===== src/rtl/sfs_pkg.sv =====
package sfs_pkg;
  localparam int ADR_W      = 24;
  localparam int SECT_SHIFT = 12;

  localparam logic [7:0] CMD_STATUS = 8'h05;
  localparam logic [7:0] CMD_WEN    = 8'h06;
  localparam logic [7:0] CMD_FREAD  = 8'h0B;
  localparam logic [7:0] CMD_SECT   = 8'h20;
  localparam logic [7:0] CMD_CHIP   = 8'hC7;
  localparam logic [7:0] FILL_BYTE  = 8'hA5;

  localparam logic [1:0] OPC_READ = 2'd0;
  localparam logic [1:0] OPC_SECT = 2'd1;
  localparam logic [1:0] OPC_CHIP = 2'd2;
  localparam logic [1:0] OPC_NOP  = 2'd3;

  typedef enum logic [2:0] {
    SQ_IDLE, SQ_GAP, SQ_POLL, SQ_WEN, SQ_SECT, SQ_CHIP, SQ_READ
  } sq_state_e;
endpackage


===== src/rtl/sfs_byte_shift.sv =====
module sfs_byte_shift #(
  parameter int SCLK_HALF = 1
) (
  input  logic       clk,
  input  logic       rst,
  input  logic       start,
  input  logic [7:0] tx,
  input  logic       miso,
  output logic       sclk,
  output logic       mosi,
  output logic       busy,
  output logic       done,
  output logic [7:0] rx
);
  localparam int CW = (SCLK_HALF > 1) ? $clog2(SCLK_HALF) : 1;

  logic [CW-1:0] cnt;
  logic [2:0]    bitn;
  logic [7:0]    sh;

  always_ff @(posedge clk) begin
    if (rst) begin
      cnt  <= '0;
      bitn <= '0;
      sh   <= '0;
      rx   <= '0;
      sclk <= 1'b0;
      mosi <= 1'b0;
      busy <= 1'b0;
      done <= 1'b0;
    end else begin
      done <= 1'b0;
      if (!busy) begin
        if (start) begin
          busy <= 1'b1;
          sh   <= tx;
          mosi <= tx[7];
          bitn <= '0;
          cnt  <= '0;
          sclk <= 1'b0;
        end
      end else if (cnt == CW'(SCLK_HALF - 1)) begin
        cnt <= '0;
        if (!sclk) begin
          sclk <= 1'b1;
          rx   <= {rx[6:0], miso};
        end else begin
          sclk <= 1'b0;
          if (bitn == 3'd7) begin
            busy <= 1'b0;
            done <= 1'b1;
          end else begin
            bitn <= bitn + 3'd1;
            mosi <= sh[6];
            sh   <= {sh[6:0], 1'b0};
          end
        end
      end else begin
        cnt <= cnt + CW'(1);
      end
    end
  end

  p_start_idle_r9: assert property (@(posedge clk) disable iff (rst)
    start |-> !busy);
  p_done_clk_low_r9: assert property (@(posedge clk) disable iff (rst)
    done |-> (!busy && !sclk));
endmodule


===== src/rtl/sfs_seq_ctrl.sv =====
module sfs_seq_ctrl
  import sfs_pkg::*;
#(
  parameter int CNT_W   = 16,
  parameter int GAP_CYC = 2
) (
  input  logic             clk,
  input  logic             rst,
  input  logic             req_valid,
  output logic             req_ready,
  input  logic [1:0]       req_op,
  input  logic [ADR_W-1:0] req_addr,
  input  logic [CNT_W-1:0] req_cnt,
  output logic             rd_valid,
  input  logic             rd_ready,
  output logic [7:0]       rd_data,
  output logic             cs_n,
  output logic             eng_start,
  output logic [7:0]       eng_tx,
  input  logic             eng_done,
  input  logic [7:0]       eng_rx,
  input  logic             eng_busy
);
  localparam int GW    = $clog2(GAP_CYC + 1);
  localparam int SEC_W = ADR_W - SECT_SHIFT;

  sq_state_e        st, nxt_q;
  logic [1:0]       op_q;
  logic [ADR_W-1:0] addr_q;
  logic [SEC_W-1:0] sec_q;
  logic [CNT_W-1:0] left_q;
  logic [2:0]       bidx;
  logic             inflight;
  logic [GW-1:0]    gcnt;
  logic [ADR_W-1:0] ers_addr;
  logic             in_txn;
  logic             data_ph;

  assign ers_addr  = {sec_q, {SECT_SHIFT{1'b0}}};
  assign in_txn    = (st == SQ_POLL) || (st == SQ_WEN) || (st == SQ_SECT) ||
                     (st == SQ_CHIP) || (st == SQ_READ);
  assign data_ph   = (st == SQ_READ) && (bidx == 3'd5);
  assign req_ready = (st == SQ_IDLE);
  assign eng_start = in_txn && !inflight && !eng_busy && (!data_ph || !rd_valid);

  always_comb begin
    eng_tx = FILL_BYTE;
    case (st)
      SQ_POLL: eng_tx = (bidx == 3'd0) ? CMD_STATUS : FILL_BYTE;
      SQ_WEN:  eng_tx = CMD_WEN;
      SQ_CHIP: eng_tx = CMD_CHIP;
      SQ_SECT: begin
        case (bidx)
          3'd0:    eng_tx = CMD_SECT;
          3'd1:    eng_tx = ers_addr[23:16];
          3'd2:    eng_tx = ers_addr[15:8];
          default: eng_tx = ers_addr[7:0];
        endcase
      end
      SQ_READ: begin
        case (bidx)
          3'd0:    eng_tx = CMD_FREAD;
          3'd1:    eng_tx = addr_q[23:16];
          3'd2:    eng_tx = addr_q[15:8];
          3'd3:    eng_tx = addr_q[7:0];
          default: eng_tx = FILL_BYTE;
        endcase
      end
      default: eng_tx = FILL_BYTE;
    endcase
  end

  always_ff @(posedge clk) begin
    if (rst) begin
      st       <= SQ_IDLE;
      nxt_q    <= SQ_IDLE;
      op_q     <= OPC_READ;
      addr_q   <= '0;
      sec_q    <= '0;
      left_q   <= '0;
      bidx     <= '0;
      inflight <= 1'b0;
      gcnt     <= '0;
      cs_n     <= 1'b1;
      rd_valid <= 1'b0;
      rd_data  <= '0;
    end else begin
      if (rd_valid && rd_ready) rd_valid <= 1'b0;
      case (st)
        SQ_IDLE: begin
          if (req_valid && req_op != OPC_NOP) begin
            op_q     <= req_op;
            addr_q   <= req_addr;
            sec_q    <= req_addr[ADR_W-1:SECT_SHIFT];
            left_q   <= req_cnt;
            st       <= SQ_POLL;
            cs_n     <= 1'b0;
            bidx     <= '0;
            inflight <= 1'b0;
          end
        end
        SQ_GAP: begin
          if (gcnt == GW'(GAP_CYC - 1)) begin
            st       <= nxt_q;
            cs_n     <= (nxt_q == SQ_IDLE);
            bidx     <= '0;
            inflight <= 1'b0;
          end else begin
            gcnt <= gcnt + GW'(1);
          end
        end
        default: begin
          if (eng_start) inflight <= 1'b1;
          if (eng_done) begin
            inflight <= 1'b0;
            case (st)
              SQ_POLL: begin
                if (bidx == 3'd0) begin
                  bidx <= 3'd1;
                end else begin
                  cs_n <= 1'b1; st <= SQ_GAP; gcnt <= '0;
                  if (eng_rx[0])              nxt_q <= SQ_POLL;
                  else if (op_q == OPC_READ)  nxt_q <= SQ_READ;
                  else                        nxt_q <= SQ_WEN;
                end
              end
              SQ_WEN: begin
                cs_n <= 1'b1; st <= SQ_GAP; gcnt <= '0;
                nxt_q <= (op_q == OPC_SECT) ? SQ_SECT : SQ_CHIP;
              end
              SQ_SECT: begin
                if (bidx == 3'd3) begin
                  cs_n <= 1'b1; st <= SQ_GAP; gcnt <= '0;
                  if (left_q == '0) begin
                    nxt_q <= SQ_IDLE;
                  end else begin
                    left_q <= left_q - CNT_W'(1);
                    sec_q  <= sec_q + SEC_W'(1);
                    nxt_q  <= SQ_POLL;
                  end
                end else begin
                  bidx <= bidx + 3'd1;
                end
              end
              SQ_CHIP: begin
                cs_n <= 1'b1; st <= SQ_GAP; gcnt <= '0;
                nxt_q <= SQ_IDLE;
              end
              default: begin
                if (bidx != 3'd5) begin
                  bidx <= bidx + 3'd1;
                end else begin
                  rd_data  <= eng_rx;
                  rd_valid <= 1'b1;
                  if (left_q == '0) begin
                    cs_n <= 1'b1; st <= SQ_GAP; gcnt <= '0;
                    nxt_q <= SQ_IDLE;
                  end else begin
                    left_q <= left_q - CNT_W'(1);
                  end
                end
              end
            endcase
          end
        end
      endcase
    end
  end

  p_rd_hold_r4: assert property (@(posedge clk) disable iff (rst)
    (rd_valid && !rd_ready) |=> (rd_valid && $stable(rd_data)));
  p_busy_after_accept_r11: assert property (@(posedge clk) disable iff (rst)
    (req_valid && req_ready && req_op != OPC_NOP) |=> !req_ready);
  p_nop_stays_ready_r12: assert property (@(posedge clk) disable iff (rst)
    (req_valid && req_ready && req_op == OPC_NOP) |=> req_ready);
  p_cs_gap_r10: assert property (@(posedge clk) disable iff (rst)
    $rose(cs_n) |=> cs_n);
  p_start_selected_r3: assert property (@(posedge clk) disable iff (rst)
    eng_start |-> !cs_n);
endmodule


===== src/rtl/spi_flash_seq.sv =====
module spi_flash_seq
  import sfs_pkg::*;
#(
  parameter int SCLK_HALF = 1,
  parameter int CNT_W     = 16
) (
  input  logic             clk,
  input  logic             rst,
  input  logic             req_valid,
  output logic             req_ready,
  input  logic [1:0]       req_op,
  input  logic [ADR_W-1:0] req_addr,
  input  logic [CNT_W-1:0] req_cnt,
  output logic             rd_valid,
  input  logic             rd_ready,
  output logic [7:0]       rd_data,
  output logic             sclk,
  output logic             mosi,
  input  logic             miso,
  output logic             cs_n
);
  localparam int GAP_CYC = 2 * SCLK_HALF;

  logic       eng_start, eng_done, eng_busy;
  logic [7:0] eng_tx, eng_rx;

  sfs_seq_ctrl #(.CNT_W(CNT_W), .GAP_CYC(GAP_CYC)) ctrl_i (
    .clk(clk), .rst(rst),
    .req_valid(req_valid), .req_ready(req_ready), .req_op(req_op),
    .req_addr(req_addr), .req_cnt(req_cnt),
    .rd_valid(rd_valid), .rd_ready(rd_ready), .rd_data(rd_data),
    .cs_n(cs_n),
    .eng_start(eng_start), .eng_tx(eng_tx), .eng_done(eng_done),
    .eng_rx(eng_rx), .eng_busy(eng_busy)
  );

  sfs_byte_shift #(.SCLK_HALF(SCLK_HALF)) shift_i (
    .clk(clk), .rst(rst),
    .start(eng_start), .tx(eng_tx), .miso(miso),
    .sclk(sclk), .mosi(mosi), .busy(eng_busy), .done(eng_done), .rx(eng_rx)
  );

  p_desel_clk_low_r9: assert property (@(posedge clk) disable iff (rst)
    cs_n |-> !sclk);
  p_shift_selected_r3: assert property (@(posedge clk) disable iff (rst)
    eng_busy |-> !cs_n);
endmodule


===== config.mk =====
export PLATFORM = sky130hd
export DESIGN_NAME = spi_flash_seq
export DESIGN_NICKNAME = d
export VERILOG_FILES = /design/src/rtl/sfs_pkg.sv /design/src/rtl/sfs_byte_shift.sv /design/src/rtl/sfs_seq_ctrl.sv /design/src/rtl/spi_flash_seq.sv
export SDC_FILE = /design/constraint.sdc
export NUM_CORES = 1
export LEC_CHECK = 0
export ABC_AREA = 0
export BUFFER_PORTS_ARGS = -buffer_cell sky130_fd_sc_hd__buf_2
export CORE_MARGIN = 2
export CORE_UTILIZATION = 53
export CTS_CLUSTER_SIZE = 25
export DETAILED_ROUTE_END_ITERATION = 7
export PLACE_DENSITY = 0.79
export SLEW_MARGIN = 20
export SYNTH_ARGS = -nofsm -noshare
export SYNTH_HDL_FRONTEND = slang
export SYNTH_SLANG_ARGS = --single-unit

===== constraint.sdc =====
create_clock -name clk -period 2.26 [get_ports clk]
set_input_delay 0.113 -clock clk [delete_from_list [all_inputs] [get_ports clk]]
set_output_delay 0.113 -clock clk [all_outputs]
set_load 0.01 [all_outputs]

==> impl_results.md <==
* Status: complete, no violations
* Die W at 104 um
* Final hold vios at 0
* IR drop worst, VDD at 0.000705 V
* Tot GR Track Use at 27.4%
* Finished Cell Area at 6270 um2
* Hold Slack at 0.0169 ns
* Tightest Pin Transition at 0.797 ns
* H-tree depth at 3
* Relative slew slack at 46.5%
* Top post-synthesis cells by area: dfxtp_1 37%, a21oi_1 7.8%, nand2_1 7.8%
* Fill cells at 804
* Global-route wire length before repair at 24,500 um
* Largest net degree at the start of global routing at 49
* Post-route DRC at 0
* Mapped Cells at 660
* Final critical-path required period at 2.22 ns
* Drt total wl at 14,600 um
* Share of layout cells above drive strength 1 at 19.2%
* Synth async-reset ratio at 0%
* CTS buffer count at 9
* Clock Latency Late Sink at 0.39 ns
* Startpoint Class: flip-flop
* Met1 Track Usage GR at 36.0%
* Synth Register Bits at 98
* Synth Area per Inst at 7.96 um2
* Post-synthesis adder-cell area fraction at 3.10%
* CP Class: flip-flop to flip-flop
* Total of warnings raised by yosys at 0
* CTS max path bufs at 2
* Post-synthesis xor/xnor area fraction at 0%
* FF/Latch Area at 1960 um2
* Detail Route Antenna Nets at 0
* Power Density at 1060 nW/um2
* Number of global-route vias before repair at 5,094
* # port buffers at 59
* Distinct cells, synth at 72
* Power Total at 0.00663 W
* Crit path arrival time at 2.49 ns
* CP peak stage delay at 0.56 ns
* Vias per cell at 6.12
* Grt peak-use layer: met2
* Cell Area, Placed at 5780 um2
* Drt wl/cell at 16.6 um
* GR Layer Usage met2 at 45.0%
* Clock skew at 0.00847 ns
* DIE HEIGHT at 104 um
* Synth Area in Compound Gates at 28.0%
* # setup viols final at 0
* Register area share after synthesis at 37.4%
* Biggest area consumer among synthesized cells: dfxtp_1
* TritonCTS clock tree: done
* Row cnt at 36
* GRT met3 Usage at 4.15%
* DP HPWL at 9960 um
* P&R area growth vs syn at 19.4%
* Main combinational cell family by area after synthesis: compound AO/OA/AOI/OAI gates
* Die area at 10,700 um2
* Max Cap Viol at 0
* Vias at 5,401
* Fmax at 451 MHz
* Critical Path Fanout Max at 16
* Initial antenna violation count at 0
* Diode count at 0
* GP Congestion at 0.981
* Ys flop type: dfxtp_1
* Hold WC Path Type: input pin to flip-flop
* Number of flops mapped to enable cells by yosys at 0
* Unrepaired setup endpoints after global routing: yes
* Placeable Area at 9680 um2
* Congestion Overflow GR at 0
* Area of the multi-input gates at 3030 um2
* Simple-Gate Fraction of Synth Area at 22.9%
* Most frequent cells in the layout: 109 x nand2_1, 96 x dfxtp_1, 81 x a21oi_1
* Crit share post-route at 98.1%
* Worst path required time at 2.54 ns
* Leakage at 2.33 nW
* CP cell instances: or4_4 > nor4_4 > and3_1 > buf_4 > nor3_1 > o221a_1
* Share of the synthesized area in the top cell type at 37.4%
* Cell area after synthesis at 5250 um2
* Most common cell after layout, fill and taps aside: nand2_1
* Pins Over Slew Limit at 0
* Setup TNS at 0 ns
* Final net count at 804
* Multiplexer share of the synthesized area at 3.29%
* Initial Utilization at 54.2%
* CP Capture Type: flip-flop
* Root buffer cell: clkbuf_8
* Initial DRC count at 446
* Worst-path clk slew at 0.10 ns
* CTS sink count at 98
* Critical path's slowest cell: or4_4
* Synth Net Count at 720
* TritonRoute pass-1 iters at 6
* Final Core Density at 64.8%
* I/O pin count at 60
-- routing by layer --
layer  vias up  share of wire, %  wire length, um
met1      2518                42             6160
li1       2591                 -                -
met2       251                48             7020
met4         0               2.9              417
met5         -                 0                0
met3        41               7.0             1020
-- Yosys cell counts, drive strengths merged, types with 2 or more instances --
master and number:
o31a 3, o311ai 16, or3 7, a221o 3
nor3 18, o32ai 10, o21bai 2, nand3 12
mux2i 15, buf 16, and3 3, o21ai 16
nor4b 2, a311oi 2, dfxtp 98, nand2b 6
a21oi 90, a211oi 5, inv 15, ha 13
o31ai 16, a2111oi 4, a22o 2, nor3b 6
and2 3, a21o 5, or4 5, mux2 2
a31oi 3, nand4 2, clkbuf 34, or3b 2
nand2 109, nor2b 7, a22oi 8, nor4 7
nor2 58, a222oi 5, or2 4, o221ai 4
o211ai 3, a221oi 3
-- sequential cells by signal, indices dropped and copies added (netlist names), 2 cells and up --
signal	cells
ctrl_i.sec_q	12
ctrl_i.addr_q	24
ctrl_i.left_q	16
ctrl_i.bidx	3
ctrl_i.op_q	2
ctrl_i.rd_data	8
shift_i.bitn	3
shift_i.sh	7
shift_i.rx	8
ctrl_i.gcnt	2
ctrl_i.st	3
ctrl_i.nxt_q	3
-- metrics by stage --
step | std cells | setup WS (ns)
final | 882 | 0.0440
after floorplan | 660 | 0.0538
after global routing | 882 | -0.0337
after CTS | 880 | 0.0135
after detailed placement | 838 | 0.0418
after global placement | 838 | 0.105
-- worst paths after layout --
check	depth (start not counted)	endpoint	startpoint	slack (ns)
max	6	ctrl_i.left_q[0]	ctrl_i.left_q[11]	0.04
min	4	ctrl_i.rd_valid	rd_ready	0.02
max reg2reg	6	ctrl_i.left_q[0]	ctrl_i.left_q[11]	0.04
min reg2reg	2	ctrl_i.addr_q[11]	ctrl_i.addr_q[11]	0.47
-- worst max-delay path, delay by kind of cell, from the launching register on --
kind	cells	cell delay [ns]
and+or+nand+nor	4	1.29
DFF	1	0.36
buffers and inverters	1	0.21
AOI/OAI and AO/OA	1	0.24
-- report_power, final --
part	total [W]	leakage (nW)	switching, W	internal, W
sequential	0.00226	0.799	0.000257	0.00201
clock	0.00112	0.0929	0.000667	0.000451
combinational	0.00325	1.43	0.00195	0.00129
total	0.00663	2.33	0.00288	0.00375
-- what timing repair did --
action	4_1_cts	5_1_grt
endpoints found under the setup margin	0	28
resized for setup	0	10
hold endpoints to repair	26	0
buffers inserted	0	2
hold buffers	26	0
-- cells by family after synthesis --
| kind of cell | count (synthesis) |
|---|---|
| AO/OA/AOI/OAI | 211 |
| adder cells (fa/ha/maj) | 13 |
| buffers and inverters | 66 |
| flip-flops | 98 |
| multiplexers | 17 |
| AND/OR/NAND/NOR | 255 |
-- final cells by class --
cell class                      count  share of cell area (%)
Clock inverter                      5                   0.718
Multi-Input combinational cell    496                    48.4
Tap cell                          133                    2.65
Clock buffer                       11                    2.25
Timing Repair Buffer              123                    13.7
Sequential cell                    98                    31.3
Inverter                           16                   0.958
No activity file was read; power rests on OpenSTA's default activity.
